**src/rtl/tt_pkg.sv**
```systemverilog
package tt_pkg;
    localparam int unsigned ADDR_W   = 32;
    localparam int unsigned FC_W     = 3;
    localparam int unsigned NUM_ALEV = 4;
    localparam int unsigned WF_W     = 4;
    localparam int unsigned IDX_W    = 15;
    localparam int unsigned OFF_MIN  = 8;
    localparam int unsigned LVL_W    = $clog2(NUM_ALEV + 1);
    localparam int unsigned SUM_W    = 8;

    typedef logic [IDX_W-1:0] idx_t;
    typedef logic [LVL_W-1:0] lvl_t;
    typedef logic [SUM_W-1:0] sum_t;

    typedef struct packed {
        logic                       busy;
        logic                       err;
        lvl_t                       lvl;
        lvl_t                       fin;
        logic [FC_W-1:0]            fc;
        logic [NUM_ALEV-1:0][IDX_W-1:0] aidx;
        idx_t                       off;
        logic                       viol;
    } seq_t;
endpackage

```
**src/rtl/tt_cfg_decode.sv**
```systemverilog
module tt_cfg_decode
    import tt_pkg::*;
(
    input  logic [WF_W-1:0]          ishift_i,
    input  logic [WF_W-1:0]          pgsz_i,
    input  logic [NUM_ALEV*WF_W-1:0] widths_i,
    output logic [NUM_ALEV-1:0][WF_W-1:0] act_w_o,
    output logic [NUM_ALEV-1:0][SUM_W-1:0] shamt_o,
    output lvl_t                     n_alev_o,
    output logic                     err_o
);
    logic          run;
    sum_t          cum;
    logic [WF_W-1:0] w;

    always_comb begin
        run      = 1'b1;
        cum      = SUM_W'(ishift_i);
        n_alev_o = '0;
        w        = '0;
        for (int k = 0; k < NUM_ALEV; k++) begin
            w = widths_i[k*WF_W +: WF_W];
            if (w == '0) run = 1'b0;
            if (run) begin
                cum         = cum + SUM_W'(w);
                act_w_o[k]  = w;
                shamt_o[k]  = SUM_W'(ADDR_W) - cum;
                n_alev_o    = lvl_t'(k + 1);
            end else begin
                act_w_o[k]  = '0;
                shamt_o[k]  = '0;
            end
        end
        err_o = ((cum + SUM_W'(pgsz_i)) != SUM_W'(ADDR_W))
              || (pgsz_i < WF_W'(OFF_MIN))
              || (n_alev_o == '0);
    end
endmodule

```
**src/rtl/tt_index_slice.sv**
```systemverilog
module tt_index_slice
    import tt_pkg::*;
(
    input  logic [ADDR_W-1:0] addr_i,
    input  logic [WF_W-1:0]   width_i,
    input  sum_t              shamt_i,
    output idx_t              idx_o
);
    logic [IDX_W:0] mask;
    idx_t           moved;

    always_comb begin
        mask  = ({{IDX_W{1'b0}}, 1'b1} << width_i) - 1'b1;
        moved = IDX_W'(addr_i >> shamt_i);
        idx_o = moved & mask[IDX_W-1:0];
    end
endmodule

```
**src/rtl/tt_level_seq.sv**
```systemverilog
module tt_level_seq
    import tt_pkg::*;
(
    input  logic                          clk,
    input  logic                          rst_n,
    input  logic                          start_i,
    input  logic                          err_i,
    input  lvl_t                          n_alev_i,
    input  logic                          fcl_i,
    input  logic [FC_W-1:0]               fc_i,
    input  logic [NUM_ALEV-1:0][IDX_W-1:0] aidx_i,
    input  idx_t                          off_i,
    input  idx_t                          limit_i,
    output logic                          valid_o,
    output lvl_t                          num_o,
    output idx_t                          index_o,
    output logic                          last_o,
    output logic                          viol_o,
    output idx_t                          off_o,
    output lvl_t                          fin_o,
    output logic                          err_o
);
    seq_t st_d, st_q;

    always_comb begin
        st_d     = st_q;
        st_d.err = 1'b0;
        if (st_q.busy) begin
            if (st_q.lvl == st_q.fin) st_d.busy = 1'b0;
            else                      st_d.lvl  = st_q.lvl + 1'b1;
        end else if (start_i) begin
            if (err_i) begin
                st_d.err = 1'b1;
            end else begin
                st_d.busy = 1'b1;
                st_d.lvl  = fcl_i ? lvl_t'(0) : lvl_t'(1);
                st_d.fin  = n_alev_i;
                st_d.fc   = fc_i;
                st_d.aidx = aidx_i;
                st_d.off  = off_i;
                st_d.viol = aidx_i[0] > limit_i;
            end
        end
    end

    always_ff @(posedge clk) begin
        if (!rst_n) st_q <= '0;
        else        st_q <= st_d;
    end

    always_comb begin
        index_o = '0;
        if (st_q.busy) begin
            if (st_q.lvl == '0) index_o = IDX_W'(st_q.fc);
            for (int k = 0; k < NUM_ALEV; k++) begin
                if (st_q.lvl == lvl_t'(k + 1)) index_o = st_q.aidx[k];
            end
        end
        valid_o = st_q.busy;
        num_o   = st_q.busy ? st_q.lvl : '0;
        last_o  = st_q.busy && (st_q.lvl == st_q.fin);
        viol_o  = st_q.busy && (st_q.lvl == lvl_t'(1)) && st_q.viol;
        off_o   = st_q.busy ? st_q.off : '0;
        fin_o   = st_q.busy ? st_q.fin : '0;
        err_o   = st_q.err;
    end
endmodule

```
**src/rtl/tt_index_sequencer.sv**
```systemverilog
module tt_index_sequencer
    import tt_pkg::*;
(
    input  logic                     clk,
    input  logic                     rst_n,
    input  logic                     start_i,
    input  logic [WF_W-1:0]          cfg_ishift_i,
    input  logic [WF_W-1:0]          cfg_pgsz_i,
    input  logic                     cfg_fcl_i,
    input  logic [NUM_ALEV*WF_W-1:0] cfg_widths_i,
    input  logic [IDX_W-1:0]         root_limit_i,
    input  logic [ADDR_W-1:0]        laddr_i,
    input  logic [FC_W-1:0]          fcode_i,
    output logic                     lvl_valid_o,
    output logic [LVL_W-1:0]         lvl_num_o,
    output logic [IDX_W-1:0]         lvl_index_o,
    output logic                     lvl_last_o,
    output logic                     limit_viol_o,
    output logic [IDX_W-1:0]         page_offset_o,
    output logic [LVL_W-1:0]         final_lvl_o,
    output logic                     cfg_err_o
);
    logic [NUM_ALEV-1:0][WF_W-1:0]  act_w;
    logic [NUM_ALEV-1:0][SUM_W-1:0] shamt;
    logic [NUM_ALEV-1:0][IDX_W-1:0] aidx;
    lvl_t                           n_alev;
    logic                           cfg_err;
    idx_t                           off;

    tt_cfg_decode u_dec (
        .ishift_i (cfg_ishift_i),
        .pgsz_i   (cfg_pgsz_i),
        .widths_i (cfg_widths_i),
        .act_w_o  (act_w),
        .shamt_o  (shamt),
        .n_alev_o (n_alev),
        .err_o    (cfg_err)
    );

    for (genvar g = 0; g < NUM_ALEV; g++) begin : g_lvl
        tt_index_slice u_slice (
            .addr_i  (laddr_i),
            .width_i (act_w[g]),
            .shamt_i (shamt[g]),
            .idx_o   (aidx[g])
        );
    end

    tt_index_slice u_off (
        .addr_i  (laddr_i),
        .width_i (cfg_pgsz_i),
        .shamt_i ('0),
        .idx_o   (off)
    );

    tt_level_seq u_seq (
        .clk      (clk),
        .rst_n    (rst_n),
        .start_i  (start_i),
        .err_i    (cfg_err),
        .n_alev_i (n_alev),
        .fcl_i    (cfg_fcl_i),
        .fc_i     (fcode_i),
        .aidx_i   (aidx),
        .off_i    (off),
        .limit_i  (root_limit_i),
        .valid_o  (lvl_valid_o),
        .num_o    (lvl_num_o),
        .index_o  (lvl_index_o),
        .last_o   (lvl_last_o),
        .viol_o   (limit_viol_o),
        .off_o    (page_offset_o),
        .fin_o    (final_lvl_o),
        .err_o    (cfg_err_o)
    );
endmodule

```
**config.mk**
```make
export PLATFORM = sky130hd
export DESIGN_NAME = tt_index_sequencer
export DESIGN_NICKNAME = d
export VERILOG_FILES = /design/src/rtl/tt_pkg.sv /design/src/rtl/tt_cfg_decode.sv /design/src/rtl/tt_index_slice.sv /design/src/rtl/tt_level_seq.sv /design/src/rtl/tt_index_sequencer.sv
export SDC_FILE = /design/constraint.sdc
export NUM_CORES = 1
export LEC_CHECK = 0
export BUFFER_PORTS_ARGS = -buffer_cell sky130_fd_sc_hd__buf_4
export CAP_MARGIN = 20
export CORE_UTILIZATION = 40
export CTS_CLUSTER_SIZE = 40
export DETAILED_ROUTE_END_ITERATION = 7
export SKIP_LAST_GASP = 1
export SLEW_MARGIN = 20
export SYNTH_ARGS = -nofsm -noshare
export SYNTH_HDL_FRONTEND = slang
export SYNTH_SLANG_ARGS = --single-unit
```
**constraint.sdc**
```tcl
create_clock -name clk -period 12.5 [get_ports clk]
set_input_delay 1.25 -clock clk [delete_from_list [all_inputs] [get_ports clk]]
set_output_delay 1.25 -clock clk [all_outputs]
set_load 0.02 [all_outputs]
```
-- Word level (Yosys, flattened, before mapping)
Cells that the tools add are included.
- logic and storage cells: 107
- flip-flop bits (word level): 87
- output and inout bits: 40
- muxes and demuxes: 38
- reduce and logical (&&, ||, !) cells: 15
- eq/ne operators: 8
- add/sub/neg operators: 15
- bitwise logic cells: 9
- shift operators: 9
- order comparisons: 2
- operators with widths (operator ; count):
    right shift 32 x 8 -> 15 bit ; 4
    2-to-1 mux 15 bit ; 6
    2-to-1 mux 87 bit ; 1
    2-to-1 mux 85 bit ; 1
    AND 15 bit ; 5
    left shift 1 x 4 -> 15 bit, first input constant ; 5
    subtractor 15 x 1 -> 15 bit, second input constant ; 5
    2-to-1 mux 8 bit ; 8
    adder 8 x 4 -> 8 bit ; 4
    subtractor 6 x 8 -> 8 bit, first input constant ; 4
    2-to-1 mux 3 bit ; 6
    logical NOT 4 bit ; 4
    2-to-1 mux 4 bit ; 4
    greater-than comparator 15 bit ; 1
    2-to-1 mux 1 bit ; 10
    inequality test 8 x 6 -> 1 bit, second input constant ; 1
    == test 3 x 2 -> 1 bit, second input constant ; 2
    logical NOT 3 bit ; 2
    AND reduction 3 bit ; 2
    adder 4 x 4 -> 5 bit ; 1
    less-than comparator 4 bit, second input constant ; 1
    2-to-1 mux 2 bit ; 2
    inverter 1 bit ; 4
    adder 3 x 1 -> 3 bit, second input constant ; 1
    9 further kinds ; 12

-- Logic depth before layout (Yosys ltp)
Gate-level depths: netlist (run 1).
- word-level depth: 15
- depth in mapped cells: 38
- gate-level depth less buffers: 28

-- Hierarchy
Synthesis (run 1) repeated with hierarchy kept, for this count alone.
- cell total of the unflattened synthesis: 2176
- area, all modules: 17649.4 um2
- modules (own cells, without submodules) (module ; sequential area each (um2) ; area an instance (um2) ; instances ; cells an instance):
    tt_index_slice (g_lvl[0].u_slice ...) ; 0.0 ; 2419.8 ; 3 ; 275
    tt_level_seq ; 1741.7 ; 4383.0 ; 1 ; 573
    tt_index_slice (g_lvl[3].u_slice ...) ; 0.0 ; 2016.9 ; 2 ; 244
    tt_cfg_decode ; 0.0 ; 1969.4 ; 1 ; 289
    tt_index_sequencer ; 0.0 ; 3.8 ; 1 ; 1

-- Worst setup path before layout (run 1)
No wires, ideal clock.
- path type: input to register
- from: input cfg_widths_i[0]
- to: register u_seq.st_q[68] (netlist name)
- arrival: 9.084 ns
- stages on the path: 35
- buffers on the path: 8
- setup slack: 3.329 ns
- cells stage by stage: buf_2 nor4_4 inv_2 clkbuf_1 nand2_1 buf_2 buf_2 a21boi_0 inv_1 ha_1 nor2_1 a21oi_1 ha_1 nand2_1 clkbuf_1 clkbuf_1 nand2_1 ha_1 clkbuf_1 clkinv_1 nor2_1 clkbuf_1 a21o_1 ha_1 inv_1 fa_1 nor2b_1 o21a_1 nor3b_1 nand3_1 o211a_1 a2111oi_4 or4b_1 a21o_1 o31ai_1
- cells in the longest elaborated chain, start to end: 14
- elaborated cells on any way between the ends: 31
- those cells by class: add/sub: 7; eq/ne: 1; shift: 2; mux: 14; bitwise: 2; reduce/logical: 5
- ends and longest elaborated chain (item ; line ; text):
    from (decl) ; tt_index_sequencer.sv:10 ; input logic [NUM_ALEV*WF_W-1:0] cfg_widths_i,
    branches (longest 14 deep; another with adder 8 x 4 -> 8 bit) ; - ;
    to (signal assigned) ; tt_level_seq.sv:48 ; else st_q <= st_d;
    to (decl) ; tt_level_seq.sv:23 ; seq_t st_d, st_q;
Several ways; the timed one is not identified.
A chain may end at the register's enable or synchronous reset.

-- Worst setup path in the final report (run 1)
- from: input cfg_widths_i[3]
- to: register u_seq.st_q[54] (netlist name)
- cells in the longest elaborated chain, start to end: 14
- elaborated cells on any way between the ends: 31
- those cells by class: add/sub: 7; eq/ne: 1; shift: 2; mux: 14; bitwise: 2; reduce/logical: 5
- ends and longest elaborated chain (item ; line ; text):
    adder 4 x 4 -> 5 bit / logical NOT 4 bit (equally long branches) ; tt_cfg_decode.sv:25, tt_cfg_decode.sv:23 ;
    2-to-1 mux 8 bit / 2-to-1 mux 1 bit (equally long branches) ; tt_cfg_decode.sv:24, tt_cfg_decode.sv:23 ;
    adder 8 x 4 -> 8 bit / 2-to-1 mux 1 bit (equally long branches) ; tt_cfg_decode.sv:25, tt_cfg_decode.sv:23 ;
    2-to-1 mux 8 bit ; tt_cfg_decode.sv:24 ; if (run) begin
    adder 8 x 4 -> 8 bit ; tt_cfg_decode.sv:25 ; cum = cum + SUM_W'(w);
    2-to-1 mux 8 bit ; tt_cfg_decode.sv:24 ;
    adder 8 x 4 -> 8 bit ; tt_cfg_decode.sv:25 ;
    2-to-1 mux 8 bit ; tt_cfg_decode.sv:24 ;
    adder 8 x 4 -> 8 bit ; tt_cfg_decode.sv:34 ; err_o = ((cum + SUM_W'(pgsz_i)) != SUM_W'(ADDR_W))
    inequality test 8 x 6 -> 1 bit ; tt_cfg_decode.sv:34 ;
    logical OR 1 bit ; tt_cfg_decode.sv:35 ; || (pgsz_i < WF_W'(OFF_MIN))
    logical OR 1 bit ; tt_cfg_decode.sv:36 ; || (n_alev_o == '0);
    inverter 1 bit (no source line) ; - ;
    AND reduction 3 bit (no source line) ; - ;
Several ways; a longest one is shown, not always the timed one.

==> impl_results.md, run 1 <==
- Syn. warnings: 0
- Multi-input logic area: 0.0109 sq mm
- Total CTS buffers: 9
- Non-filler cells, final: 2,378
- Post-route worst setup slack: 2.85 ns
- Arrival @ worst endpoint: 9.95 ns
- Largest net degree at the start of global routing: 61
- Sequential-to-total area share from yosys stat: 12.9%
- # rows: 66
- Status: finished clean
- DRC viols: 0
- Post-CTS setup buffer count: 0
- Post-synthesis cell area: 0.0135 sq mm
- Final hold vios: 0
- Max clock buf depth: 2
- Async set or reset register ratio after synthesis: 0%
- Clock skew: 0.0122 ns
- Setup CP Type: in -> reg
- Leak pwr: 0.00643 uW
- Die area: 0.0346 sq mm
- Die height: 186 um
- Final setup fails: 0
- DRT iter0 DRCs: 1,717
- Vias/cell: 6.39
- Placed cell count: 2,362
- Fin nets: 2,066
- Slew HR: 27.5%
- Via count: 15,200
- CP max-delay cell: nand2_2
- Max Cap Viol: 0
- Most used DFF post-synth: dfxtp_1
- Post-route ant nets: 0
- Hold crit path type: reg -> reg
- Final Util: 44.9%
- GPL Wtd Cong: 0.986
- Setup slack at placement: 2.61 ns
- Syn_nets: 2,099
- Most used cell, CP: inv_1
- Synth-to-layout area growth: 9.02%
- Post-CTS Resized: 0
- Core Footprint: 0.0329 sq mm
- Total GRT Usage: 31.8%
- Startpoint Class: primary input
- Fmax: 0.104 GHz
- Req. time, crit path: 12.80 ns
- Fillcell total: 3,512
- Die Width: 186 um
- # IOs: 118
- CTS Hold Bufs: 0
- Initial antenna violation count: 0
- Hpwl dp: 40,700 um
- Sum Neg Setup Slack: 0 ns
- Global-route wire length before repair: 83,300 um
- Max IR drop VDD: 101 uV
- R2R cell count: 8
- Most frequent cells in the layout: nand2_1, mux2i_1, buf_4, a21oi_1, nor2_1
- H-tree levels: 3
- CTS tree: done
- Crit path max fanout: 40
- Mapped Cells: 1,964
- DR WL/cell: 23.6 um
- Register Area: 0.00174 sq mm
- Period utilisation layout: 77.2%
- ANT cells: 0
- Clock latency on the worst-skew pair: 0.36 ns
- Minimum clock period: 9.65 ns
- Final Routed Wirelength: 56,100 um
- Number of global-route vias before repair: 13,700
- Clk root buf: clkbuf_16
- Post-synth EDFFs: 0
- Power Density: 210 mW/mm^2
- Average cell area after synthesis: 6.89 sq um
- Layout cells sized above 1: 11.1%
- Tightest Pin Transition: 1.08 ns
- Unique masters post-synth: 86
- Total gr overflow: 0
- CP Capture Type: flop
- Slowest stage delay, CP: 0.79 ns
- Hold_ws: 0.461 ns
- Seq cells post-synth: 87
- Most common cell after layout, fill and taps aside: nand2_1
- Cells on Worst Hold Path: 2
- Port-buffer cells: 117
- Initial Util: 41.2%
- Final Slew Violations: 0
- Unrepaired setup endpoints after global routing: false
- Clk slew on worst S/H paths: 0.08 ns
- CTS Sinks: 87
- DRT Pass-1 Iters: 5
==> metal layers <==
metal,share of wire [%],vias up,GRT usage [%],wire (um)
li1,-,7051,-,-
met1,43,7209,44.0,24300
met2,43,786,48.6,24300
met3,8.4,147,3.97,4710
met4,5.1,0,15.2,2870
met5,0,-,0,0
==> flip-flops by register name, indices dropped and copies added, names as in the netlist <==
register,count
u_seq.err_o,1
u_seq.st_q,85
u_seq.valid_o,1
==> worst paths after layout <==
path                                       from             end  slack [ns]
worst max-delay path            cfg_widths_i[3]  u_seq.st_q[54]        2.85
worst min-delay path              u_seq.st_q[2]   u_seq.st_q[2]        0.46
worst max register to register    u_seq.valid_o  u_seq.st_q[63]        9.49
worst min register to register    u_seq.st_q[2]   u_seq.st_q[2]        0.46
==> synthesized netlist by cell type, types with 22 or more instances <==
cell | n | area (sq um)
inv_1 | 49 | 184
mux2i_1 | 231 | 2310
nor2_1 | 116 | 435
ha_1 | 52 | 651
a211oi_1 | 36 | 270
a22o_1 | 22 | 193
clkbuf_1 | 160 | 601
mux2_2 | 24 | 270
and2_1 | 37 | 231
nor3_1 | 48 | 240
dfxtp_1 | 87 | 1740
nand2_1 | 347 | 1300
o21ai_0 | 113 | 566
a21oi_1 | 121 | 606
a21boi_0 | 45 | 338
and3_1 | 34 | 213
a221oi_1 | 25 | 219
nand3_1 | 81 | 405
==> report_power, final <==
part / internal (uW) / switching (uW) / total (uW) / leakage [uW]
Sequential: 281 / 2.78 / 283 / 0.000701
Combinational: 929 / 1610 / 2540 / 0.00559
Clock: 142 / 133 / 275 / 0.000147
==> critical path: cells and delay by family <==
family	cells	cell delay [ns]
simple gates	7	2.33
xor+xnor	1	0.37
compound gates	7	2.18
fa+ha+maj	5	1.95
mux	1	0.29
buf+inv	8	1.53
==> cell families (layout without fill, tap and decap cells) <==
logic type	count (synthesis)	in the layout	share of synthesized area (%)
DFF	87	87	12.9
adders and majority gates	57	57	5.55
and+or+nand+nor	755	755	26.0
muxes	256	256	19.2
AOI/OAI and AO/OA	533	533	26.6
xor gates and xnor gates	37	37	2.90
buffers and inverters	239	211	6.88
==> metrics by stage <==
| step | power, uW | instance area, sq um |
|---|---|---|
| detailed placement | 2750 | 14400 |
| global placement | 2740 | 14400 |
| finish | 3090 | 14700 |
| CTS | 3030 | 14700 |
| floorplan | 2170 | 13500 |
| global route | 3310 | 14700 |
==> area by class of cell <==
| class | instances | share of cell area (%) |
|---|---|---|
| Sequential cell | 87 | 11.8 |
| Tap cell | 442 | 3.75 |
| Timing Repair Buffer | 141 | 7.18 |
| Inverter | 54 | 1.37 |
| Clock inverter | 7 | 0.501 |
| Clock buffer | 9 | 1.53 |
| Multi-Input combinational cell | 1638 | 73.9 |
Note: power is estimated with default switching activity, not from simulation.
==> inputs of run 2 (changes only) <==
==> constraint.sdc (replaced) <==
create_clock -name clk -period 7.8 [get_ports clk]
set_input_delay 0.78 -clock clk [delete_from_list [all_inputs] [get_ports clk]]
set_output_delay 0.78 -clock clk [all_outputs]
set_load 0.02 [all_outputs]
==> run 2 against run 1 <==
Sequential power is 60% higher. Routed wire length is 0.81% higher. Utilization is 0.53 points higher. Register-to-register slack worse by 4.2 ns.
==> impl_results.md, run 2 (synthesis gave the netlist of run 1 again) <==
- Fmax: 0.137 GHz
- Fin nets: 2,083
- Reg-to-Reg End: u_seq.st_q[50]
- Clock latency on the worst-skew pair: 0.36 ns
- Total power: 5120 uW
- DRC viols: 0
- Req. time, crit path: 8.09 ns
- GPL Wtd Cong: 0.964
- P_sw: 2840 uW
- Clk slew on worst S/H paths: 0.07 ns
- Global-route wire length before repair: 84,600 um
- Most frequent cells in the layout: nand2_1, mux2i_1, buf_4, a21oi_1, nor2_1
- CTS Sinks: 87
- ANT cells: 0
- Die area: 0.0346 sq mm
- Post-CTS setup buffer count: 0
- Most used cell, CP: ha_1
- CP max-delay cell: a2111oi_4
- Top Family by Delay on Critical Path: compound AO/OA/AOI/OAI gates
- CTS tree: done
- Port-buffer cells: 117
- R2R cell count: 6
- Final Routed Wirelength: 56,600 um
- Initial Util: 41.2%
- Max clock buf depth: 2
- Period utilisation layout: 93.6%
- DRT iter0 DRCs: 1,660
- Number of global-route vias before repair: 13,800
- Sum Neg Setup Slack: 0 ns
- Unrepaired setup endpoints after global routing: false
- Hold Path Sink: u_seq.st_q[69]
- Clk root buf: clkbuf_16
- Slowest stage delay, CP: 0.48 ns
- Leak pwr: 0.00654 uW
- Layout cells sized above 1: 11.9%
- Hold Startpoint: u_seq.st_q[69]
- WP buf/inv: 2
- Total GRT Usage: 32.6%
- Synth-to-layout area growth: 10.3%
- Clock Power Share: 9.4%
- CTS Hold Bufs: 0
- Setup CP Type: in -> reg
- Final Slew Violations: 0
- # rows: 66
- Comb power frac: 81.7%
- Number of flip-flops in the largest register: 85
- Max Cap Viol: 0
- Largest net degree at the start of global routing: 61
- H-tree levels: 3
- Initial antenna violation count: 0
- CP Capture Type: flop
- Reg with most FFs: u_seq.st_q
- Internal power: 2280 uW
- DRT Pass-1 Iters: 5
- # IOs: 118
- Hold crit path type: reg -> reg
- Setup slack, reg-to-reg: 5.28 ns
- Via count: 15,200
- Post-route ant nets: 0
- Fillcell total: 3,520
- Max IR drop VDD: 177 uV
- Clock skew: 0.00662 ns
- Final setup fails: 0
- Total CTS buffers: 9
- Power Density: 343 mW/mm^2
- Die height: 186 um
- Total gr overflow: 0
- Sequential share of power: 8.9%
- Post-CTS Resized: 0
- Cells on Worst Hold Path: 2
- Minimum clock period: 7.30 ns
- Crit path max fanout: 44
- Startpoint Class: primary input
- Status: finished clean
- Slew HR: 33.1%
- Most common cell after layout, fill and taps aside: nand2_1
- CP startpoint: cfg_widths_i[1]
- Sw Ratio: 55.5%
- Core Footprint: 0.0329 sq mm
- DR WL/cell: 23.6 um
- Final hold vios: 0
- Tightest Pin Transition: 0.979 ns
- Arrival @ worst endpoint: 7.59 ns
- Hpwl dp: 42,000 um
- Reg-to-reg startpoint: u_seq.valid_o
- Die Width: 186 um
- Vias/cell: 6.34
-- run 2: cell types whose count changed in the layout (fill, tap and decap cells not counted), sizes merged --
cell    previous run  this run
buf              141       158
bufinv             0         2
clkinv             5         6
inv               56        53
-- run 2: final cells by class --
cell class                 count  area (sq um)  share of cell area (%)
clock inverter                 7          96.3                   0.646
multi-input combinational   1638         10900                    73.1
tap                          442           553                    3.71
clock buffer                   9           225                    1.51
timing repair buffer         158          1200                    8.03
sequential                    87          1740                    11.7
inverter                      54           204                    1.37
-- run 2: how the worst max path moves through the flow --
stage | endpoint | cells after the start
2_1_floorplan | u_seq.st_q[68] | 35
3_3_place_gp | u_seq.st_q[0] | 27
3_5_place_dp | u_seq.st_q[0] | 27
4_1_cts | u_seq.st_q[0] | 27
5_1_grt | u_seq.st_q[0] | 27
6_report | u_seq.st_q[0] | 27
-- run 2: metal layers --
metal | vias to the layer above | global-route usage [%] | wire length, um
li1 | 7083 | - | -
met4 | 0 | 14.2 | 2750
met2 | 732 | 49.4 | 24000
met5 | - | 0 | 0
met3 | 134 | 3.91 | 4550
met1 | 7225 | 45.9 | 25300
-- run 2: power by group through the flow --
stage | Clock [uW] | Sequential, uW | Combinational [uW]
3_3_place_gp | 0 | 464 | 4060
5_1_grt | 505 | 455 | 4550
6_report | 482 | 454 | 4180
4_1_cts | 487 | 454 | 4080
2_1_floorplan | 0 | 463 | 3010
3_5_place_dp | 0 | 464 | 4060
-- run 2: through the flow --
step | cells | worst slack (ns) | hold slack, ns | cell area [sq um] | utilization, %
6_report | 2395 | 0.497 | 0.460 | 14900 | 45.4
5_1_grt | 2395 | 0.0329 | 0.476 | 14900 | 45.4
4_1_cts | 2395 | 0.438 | 0.459 | 14900 | 45.4
3_5_place_dp | 2379 | 0.119 | 0.445 | 14600 | 44.4
3_3_place_gp | 2379 | 0.326 | 0.437 | 14600 | 44.4
2_1_floorplan | 1964 | 0.0569 | 0.417 | 13500 | -
-- run 2: worst register-to-register path: cells and delay by family (launching register included) --
kind | cells | cell delay, ns
AO/OA/AOI/OAI | 2 | 0.58
AND/OR/NAND/NOR | 4 | 1.36
flip-flops | 1 | 0.52
